**config.mk**
```make
export PLATFORM = sky130hd
export DESIGN_NAME = dbg_match_unit
export DESIGN_NICKNAME = d
export VERILOG_FILES = /design/src/rtl/dbg_match_pkg.sv /design/src/rtl/dbg_link_check.sv /design/src/rtl/dbg_cmp_filter.sv /design/src/rtl/dbg_prio_pick.sv /design/src/rtl/dbg_match_unit.sv
export SDC_FILE = /design/constraint.sdc
export NUM_CORES = 1
export LEC_CHECK = 0
export BUFFER_PORTS_ARGS = -buffer_cell sky130_fd_sc_hd__buf_2
export CAP_MARGIN = 10
export CORE_AREA = 3 3 216 218
export CTS_CLUSTER_SIZE = 14
export DETAILED_ROUTE_END_ITERATION = 7
export DIE_AREA = 0 0 219 221
export GPL_TIMING_DRIVEN = 0
export PLACE_DENSITY_LB_ADDON = 0.2
export SYNTH_ARGS = -nofsm -noshare
export SYNTH_HDL_FRONTEND = slang
export SYNTH_HIERARCHICAL = 1
export SYNTH_SLANG_ARGS = --single-unit
```
**constraint.sdc**
```tcl
create_clock -name clk -period 3.85 [get_ports clk]
set_input_delay 0.77 -clock clk [delete_from_list [all_inputs] [get_ports clk]]
set_output_delay 0.77 -clock clk [all_outputs]
set_load 0.02 [all_outputs]
```
**src/rtl/dbg_match_pkg.sv**
```systemverilog
package dbg_match_pkg;
    localparam int CTRL_W     = 32;
    localparam int PAC_LO     = 1;
    localparam int HMC_BIT    = 13;
    localparam int SSC_LO     = 14;
    localparam int LBN_LO     = 16;
    localparam int LBN_W      = 4;
    localparam int LINK_BIT   = 20;
    localparam int LEN_BIT    = 0;
    localparam int LTYPE_LO   = 20;
    localparam int LTYPE_W    = 4;
    localparam logic [LTYPE_W-1:0] LTYPE_CTX = 4'd3;

    typedef enum logic [1:0] {
        SEC_EITHER = 2'd0,
        SEC_NS_A   = 2'd1,
        SEC_ONLY   = 2'd2,
        SEC_NS_B   = 2'd3
    } sec_filter_e;
endpackage

```
**src/rtl/dbg_link_check.sv**
```systemverilog
module dbg_link_check
    import dbg_match_pkg::*;
#(
    parameter int LAST_BP_IDX = 3,
    parameter int CTX_CAP     = 2,
    parameter int CTX_W       = 32,
    parameter int VAL_W       = 64,
    localparam int SLOTS      = LAST_BP_IDX + 1
) (
    input  logic [LBN_W-1:0]        lbn,
    input  logic [SLOTS*CTRL_W-1:0] link_ctrl,
    input  logic [SLOTS*VAL_W-1:0]  link_value,
    input  logic [1:0]              cur_level,
    input  logic [CTX_W-1:0]        ctx_id,
    output logic                    link_ok
);
    logic              in_range;
    logic [CTRL_W-1:0] sel_ctrl;
    logic [VAL_W-1:0]  sel_val;

    always_comb begin
        in_range = (int'(lbn) <= LAST_BP_IDX) && (int'(lbn) >= LAST_BP_IDX - CTX_CAP);
        sel_ctrl = '0;
        sel_val  = '0;
        for (int s = 0; s < SLOTS; s++) begin
            if (int'(lbn) == s) begin
                sel_ctrl = link_ctrl[s*CTRL_W +: CTRL_W];
                sel_val  = link_value[s*VAL_W +: VAL_W];
            end
        end
        link_ok = in_range
                  && sel_ctrl[LEN_BIT]
                  && (sel_ctrl[LTYPE_LO +: LTYPE_W] == LTYPE_CTX)
                  && (cur_level <= 2'd1)
                  && (sel_val[CTX_W-1:0] == ctx_id);
    end

    always_comb begin
        if (cur_level > 2'd1) begin
            assert_link_level_R8: assert (!link_ok)
                else $error("context link passed above level 1");
        end
        if (int'(lbn) > LAST_BP_IDX) begin
            assert_link_range_R6: assert (!link_ok)
                else $error("context link passed out of range");
        end
    end
endmodule

```
**src/rtl/dbg_cmp_filter.sv**
```systemverilog
module dbg_cmp_filter
    import dbg_match_pkg::*;
(
    input  logic              hit,
    input  logic [CTRL_W-1:0] ctrl,
    input  logic [1:0]        eff_level,
    input  logic              secure,
    input  logic              link_ok,
    output logic              fire
);
    logic        sec_ok;
    logic        lvl_ok;
    logic [1:0]  pac;
    sec_filter_e ssc;

    always_comb begin
        pac = ctrl[PAC_LO +: 2];
        ssc = sec_filter_e'(ctrl[SSC_LO +: 2]);
        unique case (ssc)
            SEC_EITHER:         sec_ok = 1'b1;
            SEC_ONLY:           sec_ok = secure;
            SEC_NS_A, SEC_NS_B: sec_ok = !secure;
            default:            sec_ok = 1'b0;
        endcase
        unique case (eff_level)
            2'd0:    lvl_ok = pac[1];
            2'd1:    lvl_ok = pac[0];
            default: lvl_ok = ctrl[HMC_BIT];
        endcase
        fire = hit && sec_ok && lvl_ok && (!ctrl[LINK_BIT] || link_ok);
    end

    always_comb begin
        if (secure && (ctrl[SSC_LO] == 1'b1)) begin
            assert_sec_reject_R2: assert (!fire)
                else $error("secure hit passed a non-secure filter");
        end
        if (!hit) begin
            assert_no_hit_R5: assert (!fire)
                else $error("fire without hit");
        end
    end
endmodule

```
**src/rtl/dbg_prio_pick.sv**
```systemverilog
module dbg_prio_pick #(
    parameter int N      = 4,
    localparam int IDX_W = (N > 1) ? $clog2(N) : 1
) (
    input  logic [N-1:0]     req,
    output logic             any,
    output logic [IDX_W-1:0] idx
);
    always_comb begin
        any = |req;
        idx = '0;
        for (int i = N - 1; i >= 0; i--) begin
            if (req[i]) idx = IDX_W'(i);
        end
    end

    always_comb begin
        if (any) begin
            assert_pick_valid_R10: assert (req[idx])
                else $error("picked index has no request");
        end
    end
endmodule

```
**src/rtl/dbg_match_unit.sv**
```systemverilog
module dbg_match_unit
    import dbg_match_pkg::*;
#(
    parameter int NUM_CMP     = 4,
    parameter int LAST_BP_IDX = 3,
    parameter int CTX_CAP     = 2,
    parameter int CTX_W       = 32,
    parameter int VAL_W       = 64,
    localparam int SLOTS      = LAST_BP_IDX + 1,
    localparam int IDX_W      = (NUM_CMP > 1) ? $clog2(NUM_CMP) : 1
) (
    input  logic                      clk,
    input  logic                      rst_n,
    input  logic                      watch_mode,
    input  logic                      dbg_global_en,
    input  logic                      dbg_exc_ok,
    input  logic [1:0]                cur_level,
    input  logic                      secure,
    input  logic                      unpriv_access,
    input  logic [CTX_W-1:0]          ctx_id,
    input  logic [NUM_CMP-1:0]        cmp_hit,
    input  logic [NUM_CMP*CTRL_W-1:0] cmp_ctrl,
    input  logic [SLOTS*CTRL_W-1:0]   link_ctrl,
    input  logic [SLOTS*VAL_W-1:0]    link_value,
    output logic                      match_any,
    output logic [IDX_W-1:0]          match_idx
);
    typedef struct packed {
        logic             any;
        logic [IDX_W-1:0] idx;
    } match_st_t;

    match_st_t          st_d, st_q;
    logic [1:0]         eff_level;
    logic [NUM_CMP-1:0] fire_raw;
    logic [NUM_CMP-1:0] link_ok;
    logic [NUM_CMP-1:0] fire_gated;
    logic               pick_any;
    logic [IDX_W-1:0]   pick_idx;

    assign eff_level = (watch_mode && unpriv_access) ? 2'd0 : cur_level;

    for (genvar c = 0; c < NUM_CMP; c++) begin : g_cmp
        dbg_link_check #(
            .LAST_BP_IDX (LAST_BP_IDX),
            .CTX_CAP     (CTX_CAP),
            .CTX_W       (CTX_W),
            .VAL_W       (VAL_W)
        ) u_link (
            .lbn        (cmp_ctrl[c*CTRL_W + LBN_LO +: LBN_W]),
            .link_ctrl  (link_ctrl),
            .link_value (link_value),
            .cur_level  (cur_level),
            .ctx_id     (ctx_id),
            .link_ok    (link_ok[c])
        );
        dbg_cmp_filter u_filt (
            .hit       (cmp_hit[c]),
            .ctrl      (cmp_ctrl[c*CTRL_W +: CTRL_W]),
            .eff_level (eff_level),
            .secure    (secure),
            .link_ok   (link_ok[c]),
            .fire      (fire_raw[c])
        );
    end

    assign fire_gated = (dbg_global_en && dbg_exc_ok) ? fire_raw : '0;

    dbg_prio_pick #(.N(NUM_CMP)) u_pick (
        .req (fire_gated),
        .any (pick_any),
        .idx (pick_idx)
    );

    always_comb begin
        st_d     = st_q;
        st_d.any = pick_any;
        st_d.idx = pick_idx;
    end

    always_ff @(posedge clk) begin
        if (!rst_n) st_q <= '0;
        else        st_q <= st_d;
    end

    assign match_any = st_q.any;
    assign match_idx = st_q.idx;

    property p_gate_off;
        @(posedge clk) disable iff (!rst_n)
            !(dbg_global_en && dbg_exc_ok) |=> !match_any;
    endproperty
    assert_gate_off_R9: assert property (p_gate_off)
        else $error("match while debug gated off");

    property p_no_hits;
        @(posedge clk) disable iff (!rst_n)
            (cmp_hit == '0) |=> !match_any;
    endproperty
    assert_no_hits_R5: assert property (p_no_hits)
        else $error("match with no hit inputs");

    property p_idle_idx;
        @(posedge clk) disable iff (!rst_n)
            !match_any |-> (match_idx == '0);
    endproperty
    assert_idle_idx_R10: assert property (p_idle_idx)
        else $error("nonzero index without match");

    property p_latency;
        @(posedge clk) disable iff (!rst_n)
            (cmp_hit[0] && dbg_global_en && dbg_exc_ok && cmp_ctrl[SSC_LO +: 2] == 2'd0
             && !cmp_ctrl[LINK_BIT] && cmp_ctrl[PAC_LO +: 2] == 2'b11 && cmp_ctrl[HMC_BIT])
            |=> (match_any && match_idx == '0);
    endproperty
    assert_latency_R11: assert property (p_latency)
        else $error("open comparator 0 not reported next cycle");
endmodule

```
==> results of run 1 <==
[state kept, by name (all words and copies together), names as in the netlist]
name       flops
match_any      1
match_idx      2
[cell usage in the layout (no fill, tap or decap), types with 17 or more instances in the layout]
cell | Yosys | routed
sky130_fd_sc_hd__a32oi_1 | 32 | 32
sky130_fd_sc_hd__mux4_2 | 88 | 98
sky130_fd_sc_hd__o32ai_1 | 32 | 20
sky130_fd_sc_hd__xnor2_1 | 48 | 47
sky130_fd_sc_hd__nor2_1 | 90 | 85
sky130_fd_sc_hd__buf_2 | 12 | 224
sky130_fd_sc_hd__nand4_1 | 32 | 32
sky130_fd_sc_hd__inv_1 | 37 | 36
sky130_fd_sc_hd__mux4_1 | 36 | 26
sky130_fd_sc_hd__o21ai_0 | 20 | 17
sky130_fd_sc_hd__nor3b_1 | 24 | 23
sky130_fd_sc_hd__nand2_1 | 17 | 17
[routing by layer]
layer  wire length [um]  vias up
li1                   -     3431
met1              18900     3908
met2              19800      352
met3               2910       52
met4                382       30
met5                174        -
[per-stage QoR]
stage               hold slack (ns)  setup slack, ns  setup TNS (ns)  area [um2]  utilization [%]
CTS                           0.781          -0.0408         -0.0560        9250             20.5
detailed placement             1.00           -0.872           -2.38        8570             19.0
global route                  0.788           -0.128          -0.296        9530             21.1
floorplan                     0.892            0.451               0        6710                -
finish                        0.771         -0.00483        -0.00483        9530             21.1
global placement               1.00           -0.918           -2.52        8570             19.0
[kinds of logic (layout without fill, tap and decap cells)]
kind of cell | Yosys count | in the layout | share of synthesized area, %
flip-flops | 3 | 3 | 0.896
multiplexers | 136 | 136 | 45.5
AND/OR/NAND/NOR | 244 | 244 | 20.6
AO/OA/AOI/OAI | 159 | 159 | 18.8
buffers and inverters | 81 | 325 | 7.89
XOR/XNOR | 48 | 48 | 6.27
other | 0 | 4 | 0
[worst paths after layout]
path                       from           end  depth (start not counted)  slack (ns)
setup / recovery  cmp_ctrl[113]  match_idx[0]                         13      -0.005
hold / removal            rst_n  match_idx[1]                          2        0.77
[power breakdown]
group / leakage, nW / internal, mW / switching [mW]
clock network: 0.0382 / 0.137 / 0.0271
logic: 3.28 / 0.567 / 0.619
registers: 0.0243 / 0.0320 / 0.000171
[area by class of cell]
| cell class | count | area (um2) | share of cell area (%) |
|---|---|---|---|
| buffer | 40 | 543 | 5.70 |
| multi-input combinational | 587 | 6500 | 68.2 |
| tap | 600 | 751 | 7.88 |
| sequential | 3 | 60.1 | 0.630 |
| timing repair buffer | 244 | 1450 | 15.2 |
| inverter | 37 | 139 | 1.46 |
| antenna | 4 | 10.0 | 0.105 |
| clock buffer | 4 | 78.8 | 0.827 |
[what timing repair did]
item,4_1_cts,5_1_grt
setup endpoints to repair,3,3
resized for setup,111,28
cloned,6,1
setup buffers,3,12
pin swaps,40,29
==> flow_summary.yaml, run 1 <==
timing:
  tightestPinTransition_ns: 0.828
  finalMaxSlewViolations: 0
  achievable-frequency_mhz: 259
  setup_slack_ns: -0.00483
  post-route-period-util_pct: 100
  period_minus_slack_ns: 3.85
  total_setup_violations_reported_at_the_end_of_the_flow: 1
  report.final.hold_viol_count: 0
  grt_setup_unrepaired: "yes"
  timing.max_slew.rel_slack_pct: 44.3
floorplanning:
  boundaryPins: 560
  core.rowCount: 78
  initial_utilization_pct: 14.9
  dieWidth_um: 219
  core_area_mm2: 0.0451
  design.die.area_mm2: 0.0484
  chip_height_um: 221
global_routing:
  grt.met3_usage_pct: 3.35
  antenna_found_initial: 24
  grt_use_met2_pct: 26.7
  grt_pass1_wl_um: 57100
  grt_max_degree: 17
  gr-usage-met1_pct: 23.0
  grt_busiest_layer: "met2"
  total_grt_overflow: 0
  gr-usage-all-layers_pct: 16.5
  vias_in_the_first_global_route: 7320
yosys:
  synth-seq-cells: 3
  synthMostInstantiatedCell: "sky130_fd_sc_hd__nor2_1"
  synthCells: 671
  synth-edff-count: 0
  ys_seq_area_share_pct: 0.896
  average_cell_area_after_synthesis_um2: 9.99
  syn_area_mm2: 0.00671
  yosys.area.top_type_share_pct: 29.6
  synth_area_leader_cell: "sky130_fd_sc_hd__mux4_2"
  yosysWarningCount: 6
  yosysUniqueCellTypes: 45
  yosys-top-cells-count: "sky130_fd_sc_hd__nor2_1 (90), sky130_fd_sc_hd__mux4_2 (88), sky130_fd_sc_hd__xnor2_1 (48)"
  synthTopCellsByArea: "sky130_fd_sc_hd__mux4_2 (30%), sky130_fd_sc_hd__mux4_1 (14%), sky130_fd_sc_hd__xnor2_1 (6.3%)"
  synthArstFlopShare_pct: 0
  synth_flop_cell: "sky130_fd_sc_hd__dfxtp_1"
  synthesis.nets: 1228
drt:
  totalWireLength_um: 42100
  total_vias_in_the_final_route: 7773
  final_antenna_net_count: 0
  drt_drc_violations_left: 0
  dr.pass1.iters: 5
  post_drt_via_cell_ratio: 5.12
  drt_iter0_markers: 582
  drt-wirelength-per-cell_um: 27.7
critical_path:
  timing.critical_path.max_delay_family: "compound AO/OA/AOI/OAI gates"
  cp_slowest_stage_delay_ns: 0.48
  crit_required_ns: 4.01
  path_cells: "buf_6 > clkbuf_2 > mux4_2 > o311ai_1 > nand4_1 > a2111oi_4 > inv_1 > a221oi_2 > and3_1 > and3_4 > nand2b_4 > a21oi_2 > and2_1"
  crit_buf_inv: 3
  timing.critical_path.fanout_max: 10
  worstSetupStartpointType: "input pin"
  crit_type: "in -> reg"
  cp-end-kind: "register"
  worst-endpoint-arrival_ns: 4.02
  slowest_stage: "sky130_fd_sc_hd__o311ai_1"
place:
  dpl.hpwl_um: 32800
  place_inst: 1493
  place.gp.congestion: 0.846
  placement.io_buffers: 222
layout:
  synthToLayoutAreaGrowth_pct: 42.2
  nFillCells: 4976
  drive_gt1_share_pct: 51.0
  fin_nets: 1473
  count_of_placed_standard_cells_in_the_final_layout_fillers_left_out: 1519
clock_tree:
  number_of_clock_sinks: 3
  cts_max_path_buffers: 2
  cts_root_buffer: "sky130_fd_sc_hd__clkbuf_16"
  clk_transition_reported_paths_ns: 0.03
  cts_tree: "done"
  count_of_hold_fix_buffers_inserted_at_cts: 0
  cts_inserted_buffers: 3
  htreeDepth: 1
job:
  timing.max_cap.violations: 0
hold_path:
  worst_hold_path_type: "in -> reg"
power:
  ir_drop_mv: 0.168
  power.density_cell_area_mw_per_mm2: 145
  power.leakage_nw: 3.34
  total_power_mw: 1.38
run_status:
  failing_checks: "negative setup slack"
  outcome: "finished, violations left"
No activity file was read; power rests on OpenSTA's default activity.
==> inputs of run 2 (changes only) <==
Settings changed: CORE_AREA 3 3 216 218 to 3 3 220 222, DIE_AREA 0 0 219 221 to 0 0 223 225, SYNTH_HIERARCHICAL 1 to not set.
==> flow_summary.yaml, run 2 <==
drt:
  drt-wirelength-per-cell_um: 35.0
  totalWireLength_um: 60600
  post_drt_via_cell_ratio: 5.68
  drt_iter0_markers: 1078
  final_antenna_net_count: 0
  drt_drc_violations_left: 0
  total_vias_in_the_final_route: 9831
  dr.pass1.iters: 6
critical_path:
  timing.critical_path.fanout_max: 6
  crit_required_ns: 4.01
  worst-endpoint-arrival_ns: 4.01
  cp-end-kind: "register"
  crit_type: "in -> reg"
  worstSetupStartpointType: "input pin"
clock_tree:
  clk_transition_reported_paths_ns: 0.03
  cts_max_path_buffers: 2
  htreeDepth: 1
  cts_inserted_buffers: 3
  cts_tree: "done"
  cts_root_buffer: "sky130_fd_sc_hd__clkbuf_16"
  number_of_clock_sinks: 3
  count_of_hold_fix_buffers_inserted_at_cts: 0
yosys:
  synthArstFlopShare_pct: 0
  synth_flop_cell: "sky130_fd_sc_hd__dfxtp_1"
  yosys-top-cells-count: "sky130_fd_sc_hd__nor2_1 (70), sky130_fd_sc_hd__mux4_2 (67), sky130_fd_sc_hd__o21ai_0 (65)"
  synth_area_leader_cell: "sky130_fd_sc_hd__mux4_2"
  synthMostInstantiatedCell: "sky130_fd_sc_hd__nor2_1"
  yosysWarningCount: 0
  yosys.area.top_type_share_pct: 21.7
  synth-edff-count: 0
  synth-seq-cells: 3
  ys_seq_area_share_pct: 0.865
  synthTopCellsByArea: "sky130_fd_sc_hd__mux4_2 (22%), sky130_fd_sc_hd__mux2_2 (6.6%), sky130_fd_sc_hd__mux2i_1 (6.3%)"
  synthesis.nets: 1464
  average_cell_area_after_synthesis_um2: 7.66
  synthCells: 907
  syn_area_mm2: 0.00695
  yosysUniqueCellTypes: 75
global_routing:
  grt_busiest_layer: "met2"
  total_grt_overflow: 0
  grt_use_met2_pct: 34.9
  antenna_found_initial: 16
  grt_pass1_wl_um: 80700
  grt.met3_usage_pct: 5.07
  grt_max_degree: 11
  vias_in_the_first_global_route: 9442
  gr-usage-all-layers_pct: 22.9
  gr-usage-met1_pct: 31.5
floorplanning:
  initial_utilization_pct: 14.9
  dieWidth_um: 223
  core_area_mm2: 0.0466
  design.die.area_mm2: 0.0502
  chip_height_um: 225
  core.rowCount: 79
  boundaryPins: 560
place:
  dp_slack_ns: -1.33
  placement.io_buffers: 200
  dpl.hpwl_um: 48600
  place.gp.congestion: 0.979
timing:
  timing.max_slew.rel_slack_pct: 32.1
  tightestPinTransition_ns: 1.01
  grt_setup_unrepaired: "yes"
  finalMaxSlewViolations: 0
  totalNegativeSetupSlack_ns: 0
  achievable-frequency_mhz: 260
  period_minus_slack_ns: 3.85
  report.final.hold_viol_count: 0
  total_setup_violations_reported_at_the_end_of_the_flow: 0
  setup_slack_ns: 0.00419
  post-route-period-util_pct: 99.9
power:
  power.density_cell_area_mw_per_mm2: 156
  ir_drop_mv: 0.0870
  power.leakage_nw: 3.29
layout:
  drive_gt1_share_pct: 35.8
  top_library_cells_by_usage_in_the_layout_fill_and_taps_aside: "sky130_fd_sc_hd__buf_2 (212), sky130_fd_sc_hd__nor2_1 (68), sky130_fd_sc_hd__mux4_2 (67), sky130_fd_sc_hd__o21ai_0 (64), sky130_fd_sc_hd__nand2_1 (54)"
  nFillCells: 5281
  synthToLayoutAreaGrowth_pct: 31.7
  mostFrequentLayoutCell: "sky130_fd_sc_hd__buf_2"
  flip_flop_count_of_the_largest_register_all_copies_and_words_added: 2
  multi_input_area_mm2: 0.00643
  regArea_um2: 60.1
  fin_nets: 1676
run_status:
  outcome: "finished clean"
job:
  timing.max_cap.violations: 0
hold_path:
  worst_hold_path_type: "in -> reg"
  worst_hold_path.num_cells: 2
[run 2: cells by family after synthesis]
family                    synth area share (%)
AOI/OAI and AO/OA                         30.3
xor gates and xnor gates                  4.54
buffers and inverters                     8.27
DFF                                      0.865
muxes                                     34.7
and+or+nand+nor                           21.3
[run 2: cell type report]
type / count / share of cell area [%]
diodes: 5 / 0.137
plain buffers: 90 / 6.43
clock buffers: 4 / 0.861
inverters: 41 / 1.68
multi-input cells: 772 / 70.3
flip-flops and latches: 3 / 0.656
well taps: 607 / 8.30
repair buffers: 208 / 11.7
[run 2: path summary, 6_finish.rpt]
kind,from,end,slack (ns)
max,cmp_ctrl[51],match_any,0.004
min,rst_n,match_any,0.81
[run 2: stage by stage]
step	std cells	hold WS [ns]	power [mW]	area (um2)	utilization, %
2_1_floorplan	907	0.904	0.642	6950	-
3_3_place_gp	1714	1.03	1.18	8710	18.7
3_5_place_dp	1716	1.03	1.18	8730	18.7
4_1_cts	1725	0.814	1.39	9060	19.5
5_1_grt	1730	0.830	1.48	9150	19.7
6_report	1730	0.806	1.43	9150	19.7
[run 2: critical path, stage by stage]
cell                      delay, ns
sky130_fd_sc_hd__buf_2         0.12
sky130_fd_sc_hd__or4bb_1       0.78
sky130_fd_sc_hd__o21ai_0       0.27
sky130_fd_sc_hd__nor2_1        0.06
sky130_fd_sc_hd__a21oi_1       0.34
sky130_fd_sc_hd__nand4_1       0.21
sky130_fd_sc_hd__or3_1         0.47
sky130_fd_sc_hd__or3_1         0.45
sky130_fd_sc_hd__o31ai_2       0.32
sky130_fd_sc_hd__o41a_1        0.21
[run 2: metal layers]
| metal | share of wire [%] | wire (um) | vias up |
|---|---|---|---|
| li1 | - | - | 4076 |
| met1 | 43 | 26000 | 4949 |
| met2 | 43 | 25900 | 651 |
| met3 | 9.9 | 5980 | 135 |
| met4 | 4.5 | 2700 | 20 |
| met5 | 0.18 | 107 | - |
[run 2: report_power, final]
group | internal [mW] | total [mW] | switching, mW
combinational | 0.453 | 1.23 | 0.776
clock | 0.137 | 0.164 | 0.0272
sequential | 0.0321 | 0.0326 | 0.000497
[run 2: repair_timing]
action	4_1_cts	5_1_grt
gates resized for setup	77	27
buffers inserted	5	0
pin swaps	8	4
endpoints found under the setup margin	3	3
==> inputs of run 3 (changes only) <==
Settings changed: ABC_AREA set to 1, CORE_AREA 3 3 220 222 to 3 3 216 218, DIE_AREA 0 0 223 225 to 0 0 219 221.
==> flow_summary.yaml, run 3 <==
run_status:
  outcome: "finished clean"
global_routing:
  antenna_found_initial: 6
  grt_max_degree: 11
  gr-usage-all-layers_pct: 24.3
  vias_in_the_first_global_route: 11300
  grt_pass1_wl_um: 83800
  total_grt_overflow: 0
timing:
  finalMaxSlewViolations: 0
  achievable-frequency_mhz: 271
  report.final.hold_viol_count: 0
  period_minus_slack_ns: 3.69
  grt_setup_unrepaired: "no"
  tightestPinTransition_ns: 1.03
  total_setup_violations_reported_at_the_end_of_the_flow: 0
  timing.max_slew.rel_slack_pct: 31.5
  post-route-period-util_pct: 95.8
layout:
  mostFrequentLayoutCell: "sky130_fd_sc_hd__nand2_1"
  flip_flop_count_of_the_largest_register_all_copies_and_words_added: 2
  drive_gt1_share_pct: 18.1
  finalCoreUtilization_pct: 20.5
  fin_area_mm2: 0.00927
  top_library_cells_by_usage_in_the_layout_fill_and_taps_aside: "sky130_fd_sc_hd__nand2_1 (730), sky130_fd_sc_hd__nand3_1 (317), sky130_fd_sc_hd__buf_2 (252), sky130_fd_sc_hd__nor2_1 (163), sky130_fd_sc_hd__inv_1 (116)"
  fin_nets: 2388
  synthToLayoutAreaGrowth_pct: 26.6
critical_path:
  crit_required_ns: 3.96
  timing.critical_path.fanout_max: 10
  cell_mode_on_critical_path: "sky130_fd_sc_hd__nand2_1"
  timing.critical_path.max_delay_family: "simple AND/OR/NAND/NOR gates"
  cp_slowest_stage_delay_ns: 0.48
  path_cells: "buf_2 > nor2_2 > clkbuf_2 > o211ai_1 > nand3_1 > nand3_1 > nand2_1 > nand2_1 > nor2_1 > nand2_1 > nor2_1 > nand4_1 > nand2_1 > nand2_1 > nand2_1 > a21oi_1"
  cp-end-kind: "register"
  crit_buf_inv: 2
  worstSetupStartpointType: "input pin"
  crit_type: "in -> reg"
  slowest_stage: "sky130_fd_sc_hd__clkbuf_2"
  worst-endpoint-arrival_ns: 3.79
yosys:
  synth-edff-count: 0
  synthCells: 1604
  synthArstFlopShare_pct: 0
  yosys-top-cells-count: "sky130_fd_sc_hd__nand2_1 (730), sky130_fd_sc_hd__nand3_1 (317), sky130_fd_sc_hd__nor2_1 (163)"
  syn_area_mm2: 0.00732
  synth_flop_cell: "sky130_fd_sc_hd__dfxtp_1"
  yosys.area.top_type_share_pct: 37.4
  synthesis.nets: 2161
  yosysUniqueCellTypes: 31
  synth_area_leader_cell: "sky130_fd_sc_hd__nand2_1"
  average_cell_area_after_synthesis_um2: 4.56
  yosysWarningCount: 0
  synthMostInstantiatedCell: "sky130_fd_sc_hd__nand2_1"
  ys_seq_area_share_pct: 0.820
  synthTopCellsByArea: "sky130_fd_sc_hd__nand2_1 (37%), sky130_fd_sc_hd__nand3_1 (22%), sky130_fd_sc_hd__nor2_1 (8.4%)"
  synth-seq-cells: 3
place:
  placement.io_buffers: 222
  place.gp.congestion: 1.00
  dpl.hpwl_um: 48700
  placed_cell_area_mm2: 0.00918
drt:
  total_vias_in_the_final_route: 12500
  final_antenna_net_count: 0
  post_drt_via_cell_ratio: 5.13
  drt-wirelength-per-cell_um: 25.6
  drt_iter0_markers: 1610
  dr.pass1.iters: 6
  totalWireLength_um: 62100
  drt_drc_violations_left: 0
clock_tree:
  cts_max_path_buffers: 2
  clk_transition_reported_paths_ns: 0.03
  number_of_clock_sinks: 3
  cts_resized: 1
  cts_root_buffer: "sky130_fd_sc_hd__clkbuf_16"
  htreeDepth: 1
  count_of_hold_fix_buffers_inserted_at_cts: 0
  cts_tree: "done"
  post-cts-setup-buffer-count: 0
  cts_inserted_buffers: 3
floorplanning:
  core_area_mm2: 0.0451
  initial_utilization_pct: 16.2
  design.die.area_mm2: 0.0484
  boundaryPins: 560
  chip_height_um: 221
  core.rowCount: 78
  dieWidth_um: 219
power:
  switchingPower_mw: 0.745
  proportion_of_power_drawn_by_flip_flops_and_latches_pct: 2.7
  power_share_of_the_combinational_group_pct: 83.6
  power.density_cell_area_mw_per_mm2: 128
  internal_power_mw: 0.445
  ir_drop_mv: 0.117
  power.leakage_nw: 4.96
  clock_power_share_pct: 13.7
  swShare_pct: 62.6
hold_path:
  worst_hold_path_type: "in -> reg"
job:
  timing.max_cap.violations: 0
[run 3: cell types whose count changed after synthesis, moves of 41 or more]
cell | before | now
sky130_fd_sc_hd__inv_1 | 41 | 116
sky130_fd_sc_hd__mux2_2 | 41 | 0
sky130_fd_sc_hd__mux2i_1 | 44 | 0
sky130_fd_sc_hd__mux4_2 | 67 | 0
sky130_fd_sc_hd__nand2_1 | 55 | 730
sky130_fd_sc_hd__nand3_1 | 35 | 317
sky130_fd_sc_hd__nor2_1 | 70 | 163
sky130_fd_sc_hd__o211ai_1 | 13 | 59
sky130_fd_sc_hd__o21ai_0 | 65 | 14
[run 3: metal layers]
layer | share of wire (%) | wire (um) | global-route usage, % | vias to the layer above
met4 | 5.7 | 3570 | 11.2 | 8
met1 | 42 | 25800 | 32.8 | 5744
met3 | 11 | 7140 | 6.40 | 158
li1 | - | - | - | 5685
met5 | 0.074 | 46 | 0 | -
met2 | 41 | 25600 | 36.1 | 877
[run 3: cell families after synthesis]
family / Yosys count / share of synthesized area, %
compound gates: 96 / 8.75
xor+xnor: 1 / 0.120
buf+inv: 200 / 13.4
flops: 3 / 0.820
simple gates: 1304 / 76.9
[run 3: worst paths after layout]
path                            to    startpoint  cells after the start
worst max-delay path  match_idx[0]  cmp_ctrl[18]                     16
worst min-delay path     match_any         rst_n                      3
[run 3: through the flow]
| step | hold WS, ns | cells | worst slack, ns | power (mW) | TNS (ns) |
|---|---|---|---|---|---|
| floorplan | 0.882 | 1604 | 1.55 | 0.486 | 0 |
| global route | 0.796 | 2431 | 0.118 | 1.25 | 0 |
| CTS | 0.784 | 2430 | 0.306 | 1.15 | 0 |
| detailed placement | 1.01 | 2426 | -0.220 | 0.987 | -0.647 |
| finish | 0.783 | 2431 | 0.163 | 1.19 | 0 |
| global placement | 1.01 | 2426 | -0.240 | 0.986 | -0.689 |
[run 3: power by group through the flow]
stage	logic (mW)	registers, mW	clock network, mW
after global routing	1.05	0.0321	0.169
after floorplan	0.452	0.0333	0
final	0.994	0.0321	0.164
after CTS	0.958	0.0321	0.164
after detailed placement	0.954	0.0325	0
after global placement	0.954	0.0325	0
[run 3: final cells by class]
class	count	area, um2
diodes	1	2.50
plain buffers	70	489
clock buffers	4	78.8
fillers	5414	35800
inverters	130	493
multi-input cells	1401	6280
flip-flops and latches	3	60.1
well taps	600	751
repair buffers	222	1110
[run 3: worst min-delay path, cell delays in order]
cell and delay, ns:
sky130_fd_sc_hd__buf_2 0.11, sky130_fd_sc_hd__inv_1 0.04, sky130_fd_sc_hd__nor2_1 0.04
